### src/rtl/rom_win_pkg.sv
package rom_win_pkg;
   localparam int CMD_W = 4;
   typedef logic [CMD_W-1:0] bus_cmd_t;

   localparam bus_cmd_t CMD_MEM_RD      = 4'b0110;
   localparam bus_cmd_t CMD_MEM_RD_MULT = 4'b1100;
   localparam bus_cmd_t CMD_MEM_RD_LINE = 4'b1110;

   function automatic logic is_rom_read(input bus_cmd_t c);
      return (c == CMD_MEM_RD) || (c == CMD_MEM_RD_MULT) || (c == CMD_MEM_RD_LINE);
   endfunction
endpackage

### src/rtl/rom_phase_reg.sv
module rom_phase_reg
   import rom_win_pkg::*;
#(
   parameter int ADDR_W = 32
) (
   input  logic              clk,
   input  logic              rst_n,
   input  logic              in_valid,
   input  logic [ADDR_W-1:0] in_addr,
   input  bus_cmd_t          in_cmd,
   output logic              ph_valid,
   output logic [ADDR_W-1:0] ph_addr,
   output bus_cmd_t          ph_cmd
);
   always_ff @(posedge clk or negedge rst_n) begin
      if (!rst_n) begin
         ph_valid <= 1'b0;
         ph_addr  <= '0;
         ph_cmd   <= '0;
      end else begin
         ph_valid <= in_valid;
         ph_addr  <= in_addr;
         ph_cmd   <= in_cmd;
      end
   end
endmodule

### src/rtl/rom_window_match.sv
module rom_window_match #(
   parameter int ADDR_W      = 32,
   parameter int WIN_LOG2    = 20,
   parameter int ALIGN_BITS  = 2,
   parameter int MATCH_STYLE = 0
) (
   input  logic [ADDR_W-1:0]          ph_addr,
   input  logic [ADDR_W-WIN_LOG2-1:0] base,
   output logic                       hit,
   output logic [WIN_LOG2-1:0]        offset
);
   localparam int DW_W   = ADDR_W - ALIGN_BITS;
   localparam int OFFD_W = WIN_LOG2 - ALIGN_BITS;

   logic [ALIGN_BITS-1:0] unused_low;
   assign unused_low = ph_addr[ALIGN_BITS-1:0];

   generate
      if (MATCH_STYLE == 0) begin : g_slice
         assign hit    = (ph_addr[ADDR_W-1:WIN_LOG2] == base);
         assign offset = {ph_addr[WIN_LOG2-1:ALIGN_BITS], {ALIGN_BITS{1'b0}}};
      end else begin : g_subtract
         logic [DW_W-1:0] a_dw;
         logic [DW_W-1:0] b_dw;
         logic [DW_W:0]   diff;
         assign a_dw   = ph_addr[ADDR_W-1:ALIGN_BITS];
         assign b_dw   = {base, {OFFD_W{1'b0}}};
         assign diff   = {1'b0, a_dw} - {1'b0, b_dw};
         assign hit    = (diff[DW_W:OFFD_W] == '0);
         assign offset = {diff[OFFD_W-1:0], {ALIGN_BITS{1'b0}}};
      end
   endgenerate
endmodule

### src/rtl/rom_cmd_fold.sv
module rom_cmd_fold
   import rom_win_pkg::*;
#(
   parameter bit FOLD_BURST_READS = 1'b1
) (
   input  bus_cmd_t cmd_in,
   output logic     is_read,
   output bus_cmd_t cmd_out
);
   assign is_read = is_rom_read(cmd_in);

   generate
      if (FOLD_BURST_READS) begin : g_fold
         assign cmd_out = is_read ? CMD_MEM_RD : cmd_in;
      end else begin : g_pass
         assign cmd_out = cmd_in;
      end
   endgenerate
endmodule

### src/rtl/rom_window_decoder.sv
module rom_window_decoder
   import rom_win_pkg::*;
#(
   parameter int ADDR_W      = 32,
   parameter int WIN_LOG2    = 20,
   parameter int ALIGN_BITS  = 2,
   parameter int MATCH_STYLE = 0,
   parameter bit FOLD_BURST  = 1'b1,
   localparam int BASE_W     = ADDR_W - WIN_LOG2
) (
   input  logic                clk,
   input  logic                rst_n,
   input  logic                req_valid,
   input  logic [ADDR_W-1:0]   req_addr,
   input  logic [CMD_W-1:0]    req_cmd,
   input  logic [BASE_W-1:0]   rom_base,
   input  logic                mem_space_en,
   input  logic                rom_decode_en,
   output logic                claim,
   output logic [WIN_LOG2-1:0] rom_offset,
   output logic [CMD_W-1:0]    claim_cmd
);
   generate
      if (WIN_LOG2 >= ADDR_W || WIN_LOG2 <= ALIGN_BITS) begin : g_bad_window
         $error("rom_window_decoder: window size must lie between alignment and address width");
      end
      if (MATCH_STYLE != 0 && MATCH_STYLE != 1) begin : g_bad_style
         $error("rom_window_decoder: MATCH_STYLE must be 0 or 1");
      end
   endgenerate

   logic              ph_valid;
   logic [ADDR_W-1:0] ph_addr;
   bus_cmd_t          ph_cmd;
   logic              win_hit;
   logic [WIN_LOG2-1:0] win_off;
   logic              rd_cmd;
   bus_cmd_t          norm_cmd;
   logic              take;

   rom_phase_reg #(.ADDR_W(ADDR_W)) u_phase (
      .clk      (clk),
      .rst_n    (rst_n),
      .in_valid (req_valid),
      .in_addr  (req_addr),
      .in_cmd   (req_cmd),
      .ph_valid (ph_valid),
      .ph_addr  (ph_addr),
      .ph_cmd   (ph_cmd)
   );

   rom_window_match #(
      .ADDR_W      (ADDR_W),
      .WIN_LOG2    (WIN_LOG2),
      .ALIGN_BITS  (ALIGN_BITS),
      .MATCH_STYLE (MATCH_STYLE)
   ) u_match (
      .ph_addr (ph_addr),
      .base    (rom_base),
      .hit     (win_hit),
      .offset  (win_off)
   );

   rom_cmd_fold #(.FOLD_BURST_READS(FOLD_BURST)) u_fold (
      .cmd_in  (ph_cmd),
      .is_read (rd_cmd),
      .cmd_out (norm_cmd)
   );

   assign take       = ph_valid & mem_space_en & rom_decode_en & rd_cmd & win_hit;
   assign claim      = take;
   assign rom_offset = take ? win_off : '0;
   assign claim_cmd  = take ? norm_cmd : '0;
endmodule

### config.mk
export PLATFORM = sky130hd
export DESIGN_NAME = rom_window_decoder
export DESIGN_NICKNAME = d
export VERILOG_FILES = /design/src/rtl/rom_win_pkg.sv /design/src/rtl/rom_phase_reg.sv /design/src/rtl/rom_window_match.sv /design/src/rtl/rom_cmd_fold.sv /design/src/rtl/rom_window_decoder.sv
export SDC_FILE = /design/constraint.sdc
export NUM_CORES = 1
export LEC_CHECK = 0
export BUFFER_PORTS_ARGS = -buffer_cell sky130_fd_sc_hd__buf_2
export CAP_MARGIN = 20
export CORE_MARGIN = 3
export CORE_UTILIZATION = 24
export CTS_BUF_LIST = sky130_fd_sc_hd__clkbuf_8
export CTS_CLUSTER_SIZE = 14
export DETAILED_ROUTE_END_ITERATION = 8
export GPL_TIMING_DRIVEN = 0
export MAX_ROUTING_LAYER = met4
export PLACE_DENSITY = 0.49
export SYNTH_ARGS = -nofsm -noshare
export SYNTH_HDL_FRONTEND = slang
export SYNTH_HIERARCHICAL = 1
export SYNTH_SLANG_ARGS = --single-unit
### constraint.sdc
create_clock -name clk -period 1.3 [get_ports clk]
set_input_delay 0.065 -clock clk [delete_from_list [all_inputs] [get_ports clk]]
set_output_delay 0.065 -clock clk [all_outputs]
set_load 0.005 [all_outputs]
==> flow_summary_export.csv, run 1 <==
group,metric,value,unit
status,status,"complete, but fails checks",
status,violations,"negative setup slack",
die,die_h,84.1,um
clock_network,cts_buffer_depth,2,
power_and_ir_drop,power_frac_seq,52.6,%
power_and_ir_drop,power.total,0.00222,W
global_routing,overflow,0,
global_routing,grt-busiest-layer,"met2",
placed_design,place_area,1920,um^2
global_routing,grt.total_usage,11.1,%
sta,period_minus_slack,1870,ps
worst_setup_path,endpoint,"claim_cmd[2]",
sta,finalMaxSlewViolations,0,
route,ant_nets,0,
sta,maxSlewHeadroom,47.5,%
hold_path,hold_class,"in2async",
placed_design,hpwlAfterDp,2400,um
sta,fin_crit_sh,144,%
route,wl,3550,um
clock_network,cts_buffers,5,
power_and_ir_drop,switching_share,22.9,%
power_and_ir_drop,p_comb_share,14.2,%
placed_design,port_buffers,72,
sta,rsz0062_at_grt,"true",
die,core,5710,um^2
worst_setup_path,crit_chain,"xnor2_1 -> nand4_1 -> nor3_2 -> nand4_4 -> buf_6 -> nor2_1 -> buf_2",
global_routing,use_met3,3.16,%
die,die-area,7070,um^2
sta,setup_viol,23,
synthesis,synth_cells,136,
layout,drive_gt1_share,45.7,%
worst_setup_path,max_stage_delay,380,ps
power_and_ir_drop,clkPwrFrac,33.2,%
route,via_count,1217,
route,drtIter0Drc,25,
power_and_ir_drop,p_switching,0.000507,W
power_and_ir_drop,p_per_area,924,nW/um^2
layout,antenna_cells,0,
worst_setup_path,worst_setup_path_end_kind,"output pin",
sta,tightest_slew,787,ps
global_routing,grt_pass1_wl,5970,um
route,drc,0,
power_and_ir_drop,internal_power,0.00171,W
worst_setup_path,cpMaxStageDelayCell,"dfrtp_1",
global_routing,grt_antenna_before_repair,0,
synthesis,ys_warn_count,6,
power_and_ir_drop,power_leakage,1.21,nW
die,pin_count,78,
synthesis,netlist_area,1460,um^2
flow_run,drv_cap,0,
die,die_w,84.1,um
sta,max_freq,0.535,GHz
worst_setup_path,worst_ep_required_time,1240,ps
layout,area_delta_synth_final,63.8,%
die,rows,27,
power_and_ir_drop,irDropWorstVdd,0.544,mV
placed_design,gp_congestion,0.773,
sta,finalHoldViolCount,0,
route,wl_per_cell,10.8,um
synthesis,syn_area_per_cell,10.8,um^2
placed_design,dp_cells,281,
route,viasPerCell,3.71,
clock_network,cts_tree,"yes",
placed_design,place_ws,-308,ps
layout,nNetsFinal,308,
clock_network,cts_sinks,35,
worst_setup_path,critPathMaxFanout,10,
sta,tns,-12530,ps
worst_setup_path,startpoint_type,"flip-flop",
global_routing,grt_pass1_vias,1277,
clock_network,clk_pin_slew_worst_paths,70,ps
die,initial_utilization,25.6,%
route,dr.pass1.iters,4,
clock_network,root_buffer,"clkbuf_8",
layout,fin_area,2400,um^2
clock_network,cts_max_level,2,
global_routing,grt_use_met2,18.1,%
layout,instances_no_fill,328,
worst_setup_path,crit_arrival,1810,ps
global_routing,gr-usage-met1,13.1,%
worst_setup_path,cp-startpoint,"u_phase/ph_addr[21]",
global_routing,grt_max_degree,36,
worst_setup_path,critPathKind,"reg2out",
sta,fin_ws,-571,ps
[critical path, delay by kind of cell (launching register included)]
kind,cells,cell delay [ps]
xor gates and xnor gates,1,140
and+or+nand+nor,4,710
buffers and inverters,2,300
DFF,1,380
[metal layers]
metal | wire [um] | up-vias
met5 | 0 | -
met4 | 46 | 0
met3 | 240 | 7
met2 | 1790 | 51
met1 | 1480 | 536
li1 | - | 623
[sequential cells by signal, indices dropped and copies added, names as in the netlist]
name and flops:
u_phase/ph_addr 30, u_phase/ph_cmd 4, u_phase/ph_valid 1
[layout by cell type (no fill, tap or decap), drive strengths merged]
master / count
buf: 100
and2: 1
inv: 4
nand2: 24
nor3: 1
dfrtp: 35
clkbuf: 7
xnor2: 12
clkinv: 1
conb: 2
o21bai: 1
dlygate4sd3: 36
nand4: 4
nand2b: 1
nor2: 27
[cell type report]
type,instances,area (um^2)
well taps,72,90.1
plain buffers,27,200
clock buffers,5,68.8
multi-input cells,73,399
inverters,2,7.51
repair buffers,111,743
flip-flops and latches,35,876
clock inverters,3,12.5
fillers,592,3310
[worst min path at each step]
stage | endpoint | cells past startpoint | slack [ps]
after global placement | u_phase/ph_addr[26] | 1 | 170
after detailed placement | u_phase/ph_addr[24] | 1 | 170
after global routing | u_phase/ph_addr[9] | 2 | 410
final | u_phase/ph_addr[11] | 2 | 400
after CTS | u_phase/ph_addr[24] | 2 | 410
after floorplan | u_phase/ph_addr[10] | 0 | -230
[what timing repair did]
item	in CTS	in global routing
endpoints found under the setup margin	23	23
gates resized for setup	0	6
setup buffers	2	1
endpoints found under the hold margin	70	0
pin swaps	2	1
hold buffers	36	0
[power groups by stage]
stage	Combinational, W	Clock, W	Sequential, W
3_5_place_dp	0.000232	0	0.00119
3_3_place_gp	0.000229	0	0.00119
6_report	0.000315	0.000736	0.00116
5_1_grt	0.000353	0.000813	0.00117
2_1_floorplan	0.000120	0	0.00118
4_1_cts	0.000317	0.000774	0.00116
[per-stage QoR]
stage,hold slack [ps],utilization (%)
floorplan,-231,-
global placement,173,33.6
detailed placement,174,33.6
CTS,408,41.6
global route,414,42.0
finish,402,42.0
(Power assumes the default switching activity.)
==> inputs of run 2 (changes only) <==
- ABC_AREA: not set -> 1
- PLACE_DENSITY: 0.49 -> 0.48
- SLEW_MARGIN: not set -> 20
==> run 2 against run 1 <==
Effect of this change: the run still ends with negative setup slack left; via count increased by 7.2%; final cell count increased by 9.8%; critical path depth increased by 2; count of clock-buffer cells in the layout increased by 2; combinational power increased by 6%; core utilization decreased by 1.3 points.
==> flow_summary_export.csv, run 2 <==
group,metric,value,unit
global_routing,grt_pass1_wl,5330,um
route,wl,3390,um
flow_run,drv_cap,0,
worst_setup_path,worst_ep_required_time,1240,ps
worst_setup_path,critPathMaxFanout,10,
die,die_w,89.1,um
route,drc,0,
sta,period_minus_slack,1810,ps
hold_path,hold_class,"in2reg",
status,violations,"negative setup slack",
sta,max_freq,0.554,GHz
synthesis,syn_area_per_cell,10.3,um^2
route,ant_nets,0,
die,initial_utilization,25.4,%
die,die_h,89.1,um
synthesis,ys_warn_count,6,
global_routing,overflow,0,
route,viasPerCell,3.63,
layout,drive_gt1_share,48.1,%
sta,finalHoldViolCount,0,
global_routing,grt_pass1_vias,1212,
sta,maxSlewHeadroom,48.1,%
worst_setup_path,critPathKind,"reg2out",
power_and_ir_drop,irDropWorstVdd,0.580,mV
layout,nNetsFinal,335,
worst_setup_path,startpoint_type,"flip-flop",
synthesis,netlist_area,1660,um^2
route,drtIter0Drc,19,
sta,rsz0062_at_grt,"true",
die,die-area,7950,um^2
route,wl_per_cell,9.41,um
clock_network,root_buffer,"clkbuf_8",
clock_network,cts_buffer_depth,2,
sta,fin_crit_sh,139,%
worst_setup_path,cpMaxStageDelayCell,"dfrtp_1",
layout,antenna_cells,0,
worst_setup_path,worst_setup_path_end_kind,"output pin",
die,core,6530,um^2
layout,final_common_cell,"buf_2",
route,via_count,1305,
layout,regMostFlops,"u_phase/ph_addr",
worst_setup_path,max_stage_delay,390,ps
hold_path,hold_end,"u_phase/ph_addr[25]",
sta,finalMaxSlewViolations,0,
sta,tightest_slew,778,ps
power_and_ir_drop,power.total,0.00233,W
layout,final_cell_mix,"73 x buf_2, 36 x inv_1, 36 x dlygate4sd3_1",
placed_design,port_buffers,73,
sta,fin_ws,-506,ps
layout,instances_no_fill,360,
worst_setup_path,crit_arrival,1740,ps
worst_setup_path,crit_chain,"xnor2_1 -> nand2_1 -> nor2_2 -> nand2_2 -> nor2_4 -> nand3_4 -> buf_12 -> nor3_4 -> buf_2",
sta,setup_viol,23,
power_and_ir_drop,power_leakage,1.40,nW
synthesis,synth_cells,161,
clock_network,cts_buffers,5,
layout,area_delta_synth_final,60.0,%
global_routing,grt_antenna_before_repair,0,
status,status,"complete, but fails checks",
sta,finalHoldWorstSlack,420,ps
clock_network,cts_sinks,35,
placed_design,hpwlAfterDp,2440,um
sta,tns,-10970,ps
placed_design,gp_congestion,0.629,
die,pin_count,78,
global_routing,grt_max_degree,36,
layout,largest_reg_flops,30,
layout,biggestRegsByFlops,"u_phase/ph_addr (30), u_phase/ph_cmd (4), u_phase/ph_valid (1)",
power_and_ir_drop,p_per_area,878,nW/um^2
clock_network,cts_max_level,2,
clock_network,cts_tree,"yes",
route,dr.pass1.iters,3,
global_routing,grt.total_usage,9.01,%
hold_path,min_path_cells,2,
placed_design,dp_cells,312,
clock_network,clk_pin_slew_worst_paths,70,ps
hold_path,min_from,"req_addr[25]",
die,rows,29,
## run 2: repair_timing
item,CTS,global route
endpoints found under the setup margin,23,23
hold endpoints to repair,70,0
pin swaps,2,0
gates resized for setup,7,2
hold buffers,36,0
buffers inserted,3,1
## run 2: area by class of cell
| class | instances | area, um^2 |
|---|---|---|
| Tap cell | 77 | 96.3 |
| Multi-Input combinational cell | 66 | 484 |
| Fill cell | 664 | 3880 |
| Timing Repair Buffer | 113 | 756 |
| Clock buffer | 7 | 96.3 |
| Clock inverter | 1 | 3.75 |
| Inverter | 35 | 131 |
| Buffer | 26 | 211 |
| Sequential cell | 35 | 876 |
## run 2: routing by layer
metal  part of all wire [%]  wire, um  global-route usage [%]  up-vias
li1                       -         -                       -      691
met1                     40      1370                    10.4      569
met2                     53      1800                    14.9       41
met3                    4.9       167                    2.21        4
met4                    1.6        53                    3.65        0
met5                      0         0                       -        -
## run 2: power breakdown
| part | internal (W) | switching [W] |
|---|---|---|
| sequential | 0.00114 | 0.0000202 |
| combinational | 0.000203 | 0.000130 |
| clock | 0.000475 | 0.000358 |
## run 2: worst max-delay path by stage
stage,start,endpoint,cells after the start
2_1_floorplan,u_phase/ph_addr[28],rom_offset[10],10
3_3_place_gp,u_phase/ph_addr[20],rom_offset[9],11
3_5_place_dp,u_phase/ph_addr[23],rom_offset[8],9
4_1_cts,u_phase/ph_addr[23],rom_offset[8],9
5_1_grt,u_phase/ph_addr[23],rom_offset[7],9
6_report,u_phase/ph_addr[23],rom_offset[7],9
## run 2: stage by stage
stage	utilization [%]	cell area (um^2)	worst slack [ps]
floorplan	-	1660	45.1
global placement	32.5	2120	-283
detailed placement	32.5	2120	-305
CTS	40.4	2640	-544
global route	40.7	2660	-694
finish	40.7	2660	-506
## run 2: worst max-delay path: cells and delay by family (launching register included)
family                    cells  cell delay, ps
DFF                           1             390
buffers and inverters         2             320
and+or+nand+nor               6             620
xor gates and xnor gates      1             140
